===== src/rtl/st_eq_pkg.sv =====
package st_eq_pkg;
  typedef enum logic [1:0] {
    ST_IDLE,
    ST_INIT,
    ST_PASS,
    ST_DONE
  } eng_st_e;
endpackage


===== src/rtl/st_eq_table.sv =====
module st_eq_table #(
  parameter int N_ST  = 8,
  parameter int N_CMB = 4,
  localparam int IW  = $clog2(N_ST),
  localparam int CW  = $clog2(N_CMB),
  localparam int SCW = $clog2(N_ST + 1),
  localparam int CCW = $clog2(N_CMB + 1)
) (
  input  logic           clk_i,
  input  logic           rst_ni,
  input  logic           lock_i,
  input  logic           we_i,
  input  logic [IW-1:0]  st_i,
  input  logic [CW-1:0]  cmb_i,
  input  logic [IW-1:0]  nxt_i,
  input  logic           out_i,
  input  logic           cfg_we_i,
  input  logic [SCW-1:0] cfg_st_i,
  input  logic [CCW-1:0] cfg_cmb_i,
  output logic [IW-1:0]  nxt_tab_o [N_ST][N_CMB],
  output logic           out_tab_o [N_ST][N_CMB],
  output logic [SCW-1:0] n_st_o,
  output logic [CCW-1:0] n_cmb_o
);
  always_ff @(posedge clk_i or negedge rst_ni) begin
    if (!rst_ni) begin
      nxt_tab_o <= '{default: '0};
      out_tab_o <= '{default: 1'b0};
    end else if (we_i && !lock_i) begin
      nxt_tab_o[st_i][cmb_i] <= nxt_i;
      out_tab_o[st_i][cmb_i] <= out_i;
    end
  end

  always_ff @(posedge clk_i or negedge rst_ni) begin
    if (!rst_ni) begin
      n_st_o  <= SCW'(N_ST);
      n_cmb_o <= CCW'(N_CMB);
    end else if (cfg_we_i && !lock_i) begin
      n_st_o  <= cfg_st_i;
      n_cmb_o <= cfg_cmb_i;
    end
  end

  p_cfg_frozen_r11: assert property (@(posedge clk_i) disable iff (!rst_ni)
    lock_i |=> ($stable(n_st_o) && $stable(n_cmb_o)));
endmodule


===== src/rtl/st_eq_engine.sv =====
module st_eq_engine
  import st_eq_pkg::*;
#(
  parameter int N_ST  = 8,
  parameter int N_CMB = 4,
  localparam int IW  = $clog2(N_ST),
  localparam int SCW = $clog2(N_ST + 1),
  localparam int CCW = $clog2(N_CMB + 1),
  localparam int NP  = N_ST * (N_ST - 1) / 2,
  localparam int PW  = $clog2(NP)
) (
  input  logic           clk_i,
  input  logic           rst_ni,
  input  logic           start_i,
  input  logic [IW-1:0]  nxt_tab_i [N_ST][N_CMB],
  input  logic           out_tab_i [N_ST][N_CMB],
  input  logic [SCW-1:0] n_st_i,
  input  logic [CCW-1:0] n_cmb_i,
  output logic           busy_o,
  output logic           done_o,
  output logic [NP-1:0]  mark_o
);
  eng_st_e        st_q;
  logic [IW-1:0]  i_q, j_q;
  logic [PW-1:0]  idx_q;
  logic           chg_q;
  logic [NP-1:0]  mark_q;
  logic [N_CMB-1:0] diff_v, hit_v;
  logic           diff, hit, last, inactive, set_now;

  function automatic logic [PW-1:0] pidx(logic [IW-1:0] lo, logic [IW-1:0] hi);
    int t;
    t = int'(hi) * (int'(hi) - 1) / 2 + int'(lo);
    return PW'(t);
  endfunction

  for (genvar c = 0; c < N_CMB; c++) begin : g_cmb
    logic          en;
    logic [IW-1:0] a, b, lo, hi;
    assign en = (CCW'(c) < n_cmb_i);
    assign a  = nxt_tab_i[i_q][c];
    assign b  = nxt_tab_i[j_q][c];
    assign lo = (a < b) ? a : b;
    assign hi = (a < b) ? b : a;
    assign diff_v[c] = en && (out_tab_i[i_q][c] != out_tab_i[j_q][c]);
    // same-state implied pair never marks
    assign hit_v[c]  = en && (a != b) && (int'(hi) < N_ST) && mark_q[pidx(lo, hi)];
  end

  assign diff     = |diff_v;
  assign hit      = |hit_v;
  assign last     = (idx_q == PW'(NP - 1));
  assign inactive = (int'(j_q) >= int'(n_st_i));
  assign set_now  = (st_q == ST_PASS) && !mark_q[idx_q] && hit;

  always_ff @(posedge clk_i or negedge rst_ni) begin
    if (!rst_ni) begin
      st_q   <= ST_IDLE;
      i_q    <= '0;
      j_q    <= IW'(1);
      idx_q  <= '0;
      chg_q  <= 1'b0;
      mark_q <= '0;
      done_o <= 1'b0;
    end else begin
      unique case (st_q)
        ST_IDLE, ST_DONE: begin
          if (start_i) begin
            st_q   <= ST_INIT;
            i_q    <= '0;
            j_q    <= IW'(1);
            idx_q  <= '0;
            chg_q  <= 1'b0;
            mark_q <= '0;
            done_o <= 1'b0;
          end
        end
        ST_INIT, ST_PASS: begin
          if (st_q == ST_INIT) begin
            mark_q[idx_q] <= diff || inactive;
          end else if (set_now) begin
            mark_q[idx_q] <= 1'b1;
          end
          if (last) begin
            i_q   <= '0;
            j_q   <= IW'(1);
            idx_q <= '0;
            chg_q <= 1'b0;
            if (st_q == ST_INIT) begin
              st_q <= ST_PASS;
            end else if (!(chg_q || set_now)) begin
              st_q   <= ST_DONE;
              done_o <= 1'b1;
            end
          end else begin
            idx_q <= idx_q + PW'(1);
            if (st_q == ST_PASS && set_now) chg_q <= 1'b1;
            if (i_q == j_q - IW'(1)) begin
              i_q <= '0;
              j_q <= j_q + IW'(1);
            end else begin
              i_q <= i_q + IW'(1);
            end
          end
        end
        default: st_q <= ST_IDLE;
      endcase
    end
  end

  assign busy_o = (st_q == ST_INIT) || (st_q == ST_PASS);
  assign mark_o = mark_q;

  p_done_idle_r3: assert property (@(posedge clk_i) disable iff (!rst_ni)
    done_o |-> !busy_o);
  p_done_hold_r3: assert property (@(posedge clk_i) disable iff (!rst_ni)
    (done_o && !start_i) |=> done_o);
  p_mark_mono_r5: assert property (@(posedge clk_i) disable iff (!rst_ni)
    (st_q == ST_PASS) |=> ((mark_q & $past(mark_q)) == $past(mark_q)));
  p_scan_step_r11: assert property (@(posedge clk_i) disable iff (!rst_ni)
    (busy_o && !last) |=> (busy_o && idx_q == $past(idx_q) + PW'(1)));
endmodule


===== src/rtl/st_eq_class.sv =====
module st_eq_class #(
  parameter int N_ST = 8,
  localparam int IW = $clog2(N_ST),
  localparam int NP = N_ST * (N_ST - 1) / 2
) (
  input  logic [NP-1:0]      eq_i,
  output logic [N_ST*IW-1:0] rep_o
);
  for (genvar s = 0; s < N_ST; s++) begin : g_st
    logic [IW-1:0] ch [0:s];
    assign ch[s] = IW'(s);
    // lowest equivalent index wins
    for (genvar t = 0; t < s; t++) begin : g_lo
      assign ch[t] = eq_i[s * (s - 1) / 2 + t] ? IW'(t) : ch[t + 1];
    end
    assign rep_o[s*IW +: IW] = ch[0];
  end
endmodule


===== src/rtl/st_equiv_engine.sv =====
module st_equiv_engine #(
  parameter int N_ST  = 8,
  parameter int N_CMB = 4,
  localparam int IW  = $clog2(N_ST),
  localparam int CW  = $clog2(N_CMB),
  localparam int SCW = $clog2(N_ST + 1),
  localparam int CCW = $clog2(N_CMB + 1),
  localparam int NP  = N_ST * (N_ST - 1) / 2
) (
  input  logic                clk_i,
  input  logic                rst_ni,
  input  logic                wr_en_i,
  input  logic [IW-1:0]       wr_state_i,
  input  logic [CW-1:0]       wr_combo_i,
  input  logic [IW-1:0]       wr_next_i,
  input  logic                wr_out_i,
  input  logic                cfg_we_i,
  input  logic [SCW-1:0]      cfg_states_i,
  input  logic [CCW-1:0]      cfg_combos_i,
  input  logic                start_i,
  output logic                busy_o,
  output logic                done_o,
  output logic [NP-1:0]       equiv_o,
  output logic [N_ST*IW-1:0]  rep_o
);
  logic [IW-1:0]  nxt_tab [N_ST][N_CMB];
  logic           out_tab [N_ST][N_CMB];
  logic [SCW-1:0] n_st;
  logic [CCW-1:0] n_cmb;
  logic [NP-1:0]  mark;

  st_eq_table #(.N_ST(N_ST), .N_CMB(N_CMB)) i_table (
    .clk_i     (clk_i),
    .rst_ni    (rst_ni),
    .lock_i    (busy_o),
    .we_i      (wr_en_i),
    .st_i      (wr_state_i),
    .cmb_i     (wr_combo_i),
    .nxt_i     (wr_next_i),
    .out_i     (wr_out_i),
    .cfg_we_i  (cfg_we_i),
    .cfg_st_i  (cfg_states_i),
    .cfg_cmb_i (cfg_combos_i),
    .nxt_tab_o (nxt_tab),
    .out_tab_o (out_tab),
    .n_st_o    (n_st),
    .n_cmb_o   (n_cmb)
  );

  st_eq_engine #(.N_ST(N_ST), .N_CMB(N_CMB)) i_engine (
    .clk_i     (clk_i),
    .rst_ni    (rst_ni),
    .start_i   (start_i),
    .nxt_tab_i (nxt_tab),
    .out_tab_i (out_tab),
    .n_st_i    (n_st),
    .n_cmb_i   (n_cmb),
    .busy_o    (busy_o),
    .done_o    (done_o),
    .mark_o    (mark)
  );

  assign equiv_o = done_o ? ~mark : '0;

  st_eq_class #(.N_ST(N_ST)) i_class (
    .eq_i  (equiv_o),
    .rep_o (rep_o)
  );

  logic [IW-1:0] rep_a [N_ST];
  for (genvar s = 0; s < N_ST; s++) begin : g_rep_chk
    assign rep_a[s] = rep_o[s*IW +: IW];
    p_rep_root_r10: assert property (@(posedge clk_i) disable iff (!rst_ni)
      done_o |-> (rep_a[rep_a[s]] == rep_a[s] && rep_a[s] <= IW'(s)));
  end
endmodule


===== config.mk =====
export PLATFORM = sky130hd
export DESIGN_NAME = st_equiv_engine
export DESIGN_NICKNAME = d
export VERILOG_FILES = /design/src/rtl/st_eq_pkg.sv /design/src/rtl/st_eq_table.sv /design/src/rtl/st_eq_engine.sv /design/src/rtl/st_eq_class.sv /design/src/rtl/st_equiv_engine.sv
export SDC_FILE = /design/constraint.sdc
export NUM_CORES = 1
export LEC_CHECK = 0
export BUFFER_PORTS_ARGS = -buffer_cell sky130_fd_sc_hd__buf_4
export CAP_MARGIN = 10
export CORE_UTILIZATION = 38
export DETAILED_ROUTE_END_ITERATION = 10
export SETUP_SLACK_MARGIN = 0.15
export SYNTH_ARGS = -nofsm -noshare
export SYNTH_HDL_FRONTEND = slang
export SYNTH_SLANG_ARGS = --single-unit
export TNS_END_PERCENT = 20

===== constraint.sdc =====
create_clock -name clk_i -period 7.6 [get_ports clk_i]
set_clock_uncertainty 0.1 [all_clocks]
set_input_delay 1.9 -clock clk_i [delete_from_list [all_inputs] [get_ports clk_i]]
set_output_delay 1.9 -clock clk_i [all_outputs]
set_load 0.05 [all_outputs]

==> key figures, run 1 <==
Worst setup path
  – Worst Setup Start Kind: flop
  – R2R Setup Slk: 470 ps
  – CP arrival: 7360 ps
  – Crit end category: flop
  – Setup CP Type: reg2reg
  – R2r endpoint: i_engine.mark_o[23]
  – CP endpoint: i_engine.mark_o[23]
  – CP startpoint: i_engine.j_q[0]
  – R2R cell count: 27
  – Reg-to-Reg Start: i_engine.j_q[0]
  – CP Max Fanout: 26
  – CP required: 7830 ps

Clock network
  – TritonCTS clock tree: done
  – CTS root buffer: clkbuf_16
  – Clock latency on the worst-skew pair: 450 ps
  – Htree depth: 4
  – Num CTS Buffers: 17
  – Max Root-Sink Buffers: 2
  – CTS hold repair buffers: 0
  – Reg clk slew, reported paths: 80 ps
  – Clock Sinks: 178

Detailed routing
  – Starting DRT DRC Count: 728
  – ANT nets after route: 0
  – First-pass detailed-route iteration total: 5
  – Routed via count: 10.1k
  – Routed wl met3: 2060 um
  – Vias per cell: 5.69
  – Drt wl/cell: 20.5 um
  – Routed length on met1: 15,900 um
  – # DRC: 0
  – Drt total wl: 36,300 um
  – Top Layer Used: met4
  – Met2 Routed Length: 17,800 um

Cells and area
  – Fill count: 3,269
  – Fin area: 15,400 um^2
  – Syn-to-layout area delta: 12.4%
  – Area of the multi-input gates: 8650 um^2
  – Share of layout cells above drive strength 1: 32.2%
  – Most frequent cells in the layout: dfrtp_1 (174), mux2_2 (140), nor2_1 (101), buf_4 (100), nand2_1 (98)
  – Most common cell after layout, fill and taps aside: dfrtp_1
  – Ant. Diodes: 0
  – Storage element area: 4460 um^2
  – Final #Nets: 1,419

Timing
  – Max-slew violation count: 0
  – Min Tclk post-route: 7130 ps
  – TNS Setup: 0 ps
  – Final period util: 93.9%
  – Max frequency: 140 MHz
  – RSZ-0062 raised after global routing: no
  – Worst rel slew slack: 41.4%
  – Worst Max-Slew Pin Slew: 879 ps
  – Final hold vios: 0
  – Final setup fails: 0

Hold path
  – Hold Path Class: reg2reg

Global route
  – Overflow after GRT: 0
  – Pin count of the biggest net entering global routing: 71
  – GRT Util Overall: 20.4%
  – First-pass GRT wire length: 57,000 um
  – Vias in the first global route: 9,933
  – Initial antenna violation count: 0

Yosys
  – Sequential-to-total area share from yosys stat: 32.6%
  – Netlist cell types: 69
  – EDFF count, synth: 0
  – Async set-reset flop share out of synthesis: 100%
  – Post-synthesis cell count: 1,245
  – #FFs+latches synth: 178
  – Synth Area per Inst: 11.0 um^2
  – Post-Syn Area: 13,700 um^2
  – Top_reg_cell synth: dfrtp_1
  – Synth Warn #: 0

Floorplan
  – Die area: 36,700 um^2
  – Ports: 75
  – Starting Density: 38.5%
  – Core Rows: 69
  – Core Area: 35,500 um^2
  – Die width: 192 um
  – Die extent in y: 192 um

Place
  – DP Area: 14,700 um^2
  – Gpl congestion: 0.853
  – Dpl hpwl: 26,400 um
  – Port Buffer Count: 67

Flow run
  – Max-cap violations: 0

Outcome
  – Status: complete, no violations
-- per-layer routing --
metal | up-vias | GRT usage (%)
li1 | 4665 | -
met1 | 5075 | 27.5
met2 | 297 | 34.0
met3 | 40 | 3.42
met4 | 0 | 4.85
met5 | - | 0
-- critical path, stage by stage, from the launching register on --
cell,delay (ps)
dfstp_2,620
buf_12,210
mux4_2,500
or2_1,240
nand2_1,120
ha_1,250
nor2b_1,130
o21ai_0,180
and2_2,240
nor2_1,70
a21o_1,200
ha_1,200
inv_1,50
ha_1,220
nor2_1,110
ha_1,230
ha_1,290
ha_1,320
fa_2,650
mux4_2,330
mux4_2,490
nand2_1,80
mux2i_1,130
o41ai_2,390
a21o_1,190
or3_1,150
buf_12,220
o21ai_1,100
-- repair_timing --
item,in CTS,in global routing
buffers inserted,0,1
endpoints found under the setup margin,0,32
endpoints found under the hold margin,0,0
resized for setup,0,14
-- how the worst min path moves through the flow --
| stage | startpoint | slack (ps) | end | cells past startpoint |
|---|---|---|---|---|
| after CTS | i_table.n_st_o[1] | 420 | i_table.n_st_o[1] | 1 |
| after global routing | i_table.n_st_o[2] | 440 | i_table.n_st_o[2] | 1 |
| final | i_table.n_st_o[1] | 410 | i_table.n_st_o[1] | 1 |
| after detailed placement | i_table.n_st_o[1] | 400 | i_table.n_st_o[1] | 1 |
| after floorplan | i_table.n_st_o[1] | 380 | i_table.n_st_o[1] | 1 |
| after global placement | i_table.n_st_o[1] | 390 | i_table.n_st_o[1] | 1 |
-- final cells by class --
class | instances | share of cell area (%)
well taps | 461 | 3.75
repair buffers | 109 | 5.83
clock buffers | 17 | 2.77
clock inverters | 15 | 1.12
multi-input cells | 943 | 56.3
flip-flops and latches | 178 | 29.0
inverters | 48 | 1.17
-- Yosys cell counts (4+ instances only) --
master,count,area (um^2)
a21o_1,8,60.1
a21oi_1,63,315
a22oi_1,5,37.5
a31oi_1,9,56.3
and2_1,23,144
buf_1,12,45.0
buf_4,10,75.1
buf_6,9,101
clkbuf_1,48,180
dfrtp_1,175,4380
fa_1,12,240
ha_1,89,1110
inv_1,46,173
mux2_1,25,282
mux2_2,140,1580
mux2i_1,36,360
mux4_2,87,1960
nand2_1,98,368
nand2b_1,5,31.3
nand3_1,5,25.0
nand3b_1,4,30.0
nor2_1,101,379
nor2b_1,9,56.3
nor3_1,11,55.1
nor3b_1,6,45.0
o21ai_0,62,310
o21ai_1,7,35.0
o21ai_2,20,175
o22ai_1,19,119
or2_2,6,37.5
xnor2_1,30,263
xor2_1,7,61.3
-- registers in the layout (all words and copies together) (netlist names) --
register	cells
i_table.n_st_o	4
i_engine.idx_q	5
i_engine.j_q	3
i_table.out_tab_o	32
i_engine.done_o	1
i_engine.i_q	3
i_engine.chg_q	1
i_table.n_cmb_o	3
i_engine.mark_o	28
i_table.nxt_tab_o	96
i_engine.st_q	2
-- cell families (layout without fill, tap and decap cells) --
kind of cell    count (synthesis)  count (layout)  share of synthesized area [%]
other cells                     1               7                         0.0274
simple gates                  282             282                           9.38
compound gates                225             225                           10.4
flops                         178             178                           32.6
mux                           291             291                           30.9
xor+xnor                       37              37                           2.37
buf+inv                       130             189                           4.37
fa+ha+maj                     101             101                           9.91
-- per-stage QoR --
stage / instances / worst slack [ps] / hold WS [ps] / utilization [%]
after detailed placement: 1738 / 212 / 399 / 41.5
after global placement: 1738 / 331 / 393 / 41.5
after global routing: 1771 / 150 / 444 / 43.3
after floorplan: 1251 / 214 / 379 / -
after CTS: 1770 / 203 / 417 / 43.2
final: 1771 / 467 / 412 / 43.3
Power of run 1 is left out: the tool's default activity adds up to more than one toggle a clock period on the data nets, which glitch-free logic cannot reach.
==> run 2, diff against run 1 <==
--- a/config.mk
+++ b/config.mk
@@ -7,7 +7,8 @@
 export LEC_CHECK = 0
 export BUFFER_PORTS_ARGS = -buffer_cell sky130_fd_sc_hd__buf_4
 export CAP_MARGIN = 10
-export CORE_UTILIZATION = 38
+export CORE_UTILIZATION = 40
+export CTS_BUF_LIST = sky130_fd_sc_hd__clkbuf_4 sky130_fd_sc_hd__clkbuf_8
 export DETAILED_ROUTE_END_ITERATION = 10
 export SETUP_SLACK_MARGIN = 0.15
 export SYNTH_ARGS = -nofsm -noshare
==> run 2 against run 1 <==
Compared with the run above: fmax decreased by 0.39%; first-iteration DRC count shrank 12%; register-to-register slack got worse by 30 ps; non-clock buffer count up 2; setup slack got worse by 28 ps; core utilization rose by 2.1 points; critical path type unchanged.
==> key figures, run 2 (synthesis gave the netlist of run 1 again) <==
Place
  – Port Buffer Count: 67 (unchanged)
  – Dpl hpwl: 26,800 um (was 26,400 um)
  – Gpl congestion: 0.874 (was 0.853)

Timing
  – Final setup fails: 0 (unchanged)
  – Worst rel slew slack: 32.4% (was 41.4%)
  – Final hold vios: 0 (unchanged)
  – Max-slew violation count: 0 (unchanged)
  – Final period util: 94.2% (was 93.9%)
  – Min Tclk post-route: 7160 ps (was 7130 ps)
  – Max frequency: 140 MHz (about the same)
  – Worst Max-Slew Pin Slew: 1000 ps (was 879 ps)
  – RSZ-0062 raised after global routing: no (unchanged)
  – TNS Setup: 0 ps (unchanged)

Floorplan
  – Starting Density: 40.7% (was 38.5%)
  – Core Area: 33,500 um^2 (was 35,500 um^2)
  – Die width: 187 um (was 192 um)
  – Die extent in y: 187 um (was 192 um)
  – Core Rows: 67 (was 69)
  – Ports: 75 (unchanged)
  – Die area: 34,900 um^2 (was 36,700 um^2)

Clock network
  – CTS root buffer: clkbuf_8 (was clkbuf_16)
  – Clock latency on the worst-skew pair: 480 ps (was 450 ps)
  – Htree depth: 4 (unchanged)
  – Max Root-Sink Buffers: 2 (unchanged)
  – CTS hold repair buffers: 0 (unchanged)
  – Reg clk slew, reported paths: 100 ps (was 80 ps)
  – TritonCTS clock tree: done (unchanged)
  – Clock Sinks: 178 (unchanged)
  – Num CTS Buffers: 17 (unchanged)

Outcome
  – Status: complete, no violations (unchanged)

Worst setup path
  – CP required: 7850 ps (was 7830 ps)
  – CP Max Fanout: 13 (was 26)
  – CP arrival: 7410 ps (was 7360 ps)
  – R2R Setup Slk: 440 ps (was 470 ps)
  – Worst Setup Start Kind: flop (unchanged)
  – Setup CP Type: reg2reg (unchanged)
  – Crit end category: flop (unchanged)

Cells and area
  – Largest register FFs: 96 (unchanged)
  – Final #Nets: 1,421 (was 1,419)
  – Syn-to-layout area delta: 11.4% (was 12.4%)
  – Largest register by flop count: i_table.nxt_tab_o (unchanged)
  – Most frequent cells in the layout: dfrtp_1 (173), mux2_2 (140), buf_4 (103), nor2_1 (101), nand2_1 (98) (was dfrtp_1 (174), mux2_2 (140), nor2_1 (101), buf_4 (100), nand2_1 (98))
  – Most common cell after layout, fill and taps aside: dfrtp_1 (unchanged)
  – Share of layout cells above drive strength 1: 33.1% (was 32.2%)
  – Ant. Diodes: 0 (unchanged)

Detailed routing
  – Starting DRT DRC Count: 642 (was 728)
  – ANT nets after route: 0 (unchanged)
  – Drt wl/cell: 21.0 um (was 20.5 um)
  – Drt total wl: 36,900 um (was 36,300 um)
  – Routed via count: 10.2k (was 10.1k)
  – # DRC: 0 (unchanged)
  – First-pass detailed-route iteration total: 7 (was 5)
  – Vias per cell: 5.79 (was 5.69)

Global route
  – Pin count of the biggest net entering global routing: 77 (was 71)
  – Initial antenna violation count: 0 (unchanged)
  – Vias in the first global route: 10.4k (was 9,933)
  – First-pass GRT wire length: 59,200 um (was 57,000 um)
  – Overflow after GRT: 0 (unchanged)
  – GRT Util Overall: 21.6% (was 20.4%)

Hold path
  – Hold Path Class: reg2reg (unchanged)

Flow run
  – Max-cap violations: 0 (unchanged)
run 2: changes by cell type in the layout (fill, tap and decap cells not counted), sizes merged:
cell      change
clkinvlp      -2
buf           +1
inv           -3
clkbuf        +6
bufinv        +1
clkinv        -1
run 2: cell type report:
cell class / instances / area (um^2)
inverters: 48 / 180
clock inverters: 10 / 98.8
fillers: 3176 / 18300
repair buffers: 111 / 921
flip-flops and latches: 178 / 4460
multi-input cells: 943 / 8710
well taps: 448 / 561
clock buffers: 22 / 297
run 2: metrics by stage:
stage,instances,hold slack (ps),utilization (%),area [um^2],setup slack [ps]
after global routing,1760,441,45.4,15200,153
final,1760,421,45.4,15200,439
after floorplan,1251,379,-,13700,214
after CTS,1750,431,44.9,15000,189
after detailed placement,1718,407,43.6,14600,6.78
after global placement,1718,394,43.6,14600,120
run 2: worst max-delay path, stage by stage, from the launching register on:
cell and delay (ps):
dfstp_2 630, mux4_2 520, or2_1 260, nand2_1 140, ha_1 260, nor2b_1 130, o21ai_1 220, and2_4 270
nor2_1 60, a21o_1 200, ha_1 220, inv_1 60, ha_1 210, nor2_1 120, ha_1 250, ha_1 310
ha_1 350, fa_2 630, mux4_2 340, mux4_2 470, nand2_1 80, mux2i_1 90, o41ai_2 420, buf_4 170
buf_4 140, o21ai_0 130, nand2_1 120, o221ai_1 120
run 2: metal layers:
metal	GRT usage (%)	vias up	share of wire [%]
li1	-	4650	-
met1	29.3	5148	44
met2	35.6	337	48
met3	3.26	58	5.8
met4	6.56	0	2.4
met5	0	-	0
run 2: final timing paths:
check | end | depth (start not counted) | from
setup reg to reg | i_engine.chg_q | 27 | i_engine.j_q[0]
max in group asynchronous | i_engine.i_q[2] | 2 | rst_ni
min in group asynchronous | i_engine.mark_o[9] | 1 | rst_ni
setup / recovery | i_engine.chg_q | 27 | i_engine.j_q[0]
hold / removal | i_table.n_st_o[1] | 1 | i_table.n_st_o[1]
hold reg to reg | i_table.n_st_o[1] | 1 | i_table.n_st_o[1]
run 2: timing repair:
item,4_1_cts,5_1_grt
resized for setup,8,21
endpoints found under the setup margin,31,32
setup buffers,0,9
pin swaps,0,5
gates cloned,0,1
hold endpoints to repair,0,0
Power of run 2 is left out for the same reason.
==> run 3, diff against run 2 <==
--- a/config.mk
+++ b/config.mk
@@ -7,6 +7,7 @@
 export LEC_CHECK = 0
 export BUFFER_PORTS_ARGS = -buffer_cell sky130_fd_sc_hd__buf_4
 export CAP_MARGIN = 10
+export CORE_MARGIN = 8
 export CORE_UTILIZATION = 40
 export CTS_BUF_LIST = sky130_fd_sc_hd__clkbuf_4 sky130_fd_sc_hd__clkbuf_8
 export DETAILED_ROUTE_END_ITERATION = 10
==> run 3 against run 2 <==
Compared with the run above: non-clock buffer count rose by 3; global-route usage fell by 3.3 points; register-to-register slack got worse by 20 ps; first-iteration DRC count rose by 4.4%; flip-flop and latch count did not move; cell count rose by 0.17%; routed wire length rose by 1.6%; final area rose by 0.80%; setup slack got worse by 25 ps; critical endpoint is now i_engine.mark_o[14].
==> key figures, run 3 (synthesis gave the netlist of run 1 again) <==
Timing
  – Final setup fails: 0 (unchanged)
  – RSZ-0062 raised after global routing: no (unchanged)
  – Worst Max-Slew Pin Slew: 917 ps (was 1000 ps)
  – Final hold vios: 0 (unchanged)
  – Final period util: 94.5% (was 94.2%)
  – Max-slew violation count: 0 (unchanged)
  – Min Tclk post-route: 7190 ps (was 7160 ps)
  – Max frequency: 139 MHz (was 140 MHz)
  – Worst rel slew slack: 38.0% (was 32.4%)
  – Final worst setup slack: 415 ps (was 439 ps)

Global route
  – Initial antenna violation count: 0 (unchanged)
  – Vias in the first global route: 10.5k (was 10.4k)
  – Overflow after GRT: 0 (unchanged)
  – First-pass GRT wire length: 58,700 um (was 59,200 um)
  – Pin count of the biggest net entering global routing: 67 (was 77)
  – GRT Util Overall: 18.3% (was 21.6%)

Clock network
  – Max Root-Sink Buffers: 2 (unchanged)
  – Reg clk slew, reported paths: 100 ps (about the same)
  – Num CTS Buffers: 17 (unchanged)
  – CTS root buffer: clkbuf_8 (unchanged)
  – Htree depth: 4 (unchanged)
  – Clock Sinks: 178 (unchanged)
  – TritonCTS clock tree: done (unchanged)
  – Clock latency on the worst-skew pair: 480 ps (about the same)

Floorplan
  – Die width: 201 um (was 187 um)
  – Die area: 40,300 um^2 (was 34,900 um^2)
  – Core Rows: 67 (unchanged)
  – Core Area: 33,600 um^2 (was 33,500 um^2)
  – Ports: 75 (unchanged)
  – Starting Density: 40.6% (was 40.7%)
  – Die extent in y: 201 um (was 187 um)

Cells and area
  – Largest register FFs: 96 (unchanged)
  – Final #Nets: 1,424 (was 1,421)
  – Layout Cells excl Fill: 1,763 (was 1,760)
  – Share of layout cells above drive strength 1: 33.2% (was 33.1%)
  – Ant. Diodes: 0 (unchanged)
  – Most common cell after layout, fill and taps aside: dfrtp_1 (unchanged)
  – Largest register by flop count: i_table.nxt_tab_o (unchanged)
  – Syn-to-layout area delta: 12.3% (was 11.4%)
  – Most frequent cells in the layout: dfrtp_1 (174), mux2_2 (140), buf_4 (102), nor2_1 (101), nand2_1 (98) (was dfrtp_1 (173), mux2_2 (140), buf_4 (103), nor2_1 (101), nand2_1 (98))

Worst setup path
  – Crit end category: flop (unchanged)
  – Worst Setup Start Kind: flop (unchanged)
  – R2R Setup Slk: 410 ps (was 440 ps)
  – Crit path max-delay family: adder cells (unchanged)
  – CP arrival: 7450 ps (was 7410 ps)
  – Setup CP Type: reg2reg (unchanged)
  – Crit-path most repeated cell: ha_1 (unchanged)
  – Crit-path slowest cell: fa_2 (was dfstp_2)
  – CP Max Fanout: 13 (unchanged)
  – Max incr delay on CP: 660 ps (was 630 ps)
  – Buf/Inv on CP: 2 (was 3)
  – CP required: 7860 ps (was 7850 ps)

Place
  – Gpl congestion: 0.859 (was 0.874)
  – Setup WS pre-CTS: -35.3 ps (was 6.78 ps)
  – Placed insts: 1,722 (was 1,718)
  – Dpl hpwl: 27,200 um (was 26,800 um)
  – Port Buffer Count: 67 (unchanged)

Detailed routing
  – Drt wl/cell: 21.3 um (was 21.0 um)
  – # DRC: 0 (unchanged)
  – Routed via count: 10.2k (about the same)
  – Starting DRT DRC Count: 670 (was 642)
  – Drt total wl: 37,500 um (was 36,900 um)
  – Vias per cell: 5.79 (about the same)
  – ANT nets after route: 0 (unchanged)
  – First-pass detailed-route iteration total: 7 (unchanged)

Outcome
  – Status: complete, no violations (unchanged)

Hold path
  – Hold Path Class: reg2reg (unchanged)

Flow run
  – Max-cap violations: 0 (unchanged)
-- run 3: final timing paths --
kind	start	endpoint	depth (start not counted)
worst min register to register	i_table.n_st_o[1]	i_table.n_st_o[1]	1
max in group asynchronous	rst_ni	i_engine.mark_o[2]	2
worst max register to register	i_engine.j_q[0]	i_engine.mark_o[14]	26
worst max-delay path	i_engine.j_q[0]	i_engine.mark_o[14]	26
min in group asynchronous	rst_ni	i_table.out_tab_o[20]	1
worst min-delay path	i_table.n_st_o[1]	i_table.n_st_o[1]	1
-- run 3: repair_timing --
item	4_1_cts	5_1_grt
gates cloned	0	2
endpoints found under the setup margin	28	32
buffers inserted	0	7
hold buffers	0	0
pin swaps	0	7
gates resized for setup	9	18
-- run 3: stage by stage --
stage	utilization [%]	setup TNS (ps)	hold slack (ps)	area, um^2
3_3_place_gp	43.7	0	393	14700
5_1_grt	45.7	0	440	15300
3_5_place_dp	43.7	-520	403	14700
6_report	45.7	0	420	15300
2_1_floorplan	-	0	379	13700
4_1_cts	45.1	0	427	15200
-- run 3: layout make-up --
cell class | count | area, um^2
fill | 3111 | 18300
multi-input combinational | 943 | 8710
sequential | 178 | 4460
timing repair buffer | 114 | 981
tap | 448 | 561
clock buffer | 20 | 269
clock inverter | 12 | 193
inverter | 48 | 180
-- run 3: metal layers --
metal  share of wire [%]  up-vias  track usage [%]
met2                  49      305             31.1
met3                 5.3       53             2.94
met4                 2.1        0             5.73
met1                  43     5192             23.6
li1                    -     4660                -
met5                   0        -                0
Power of run 3 is left out for the same reason.
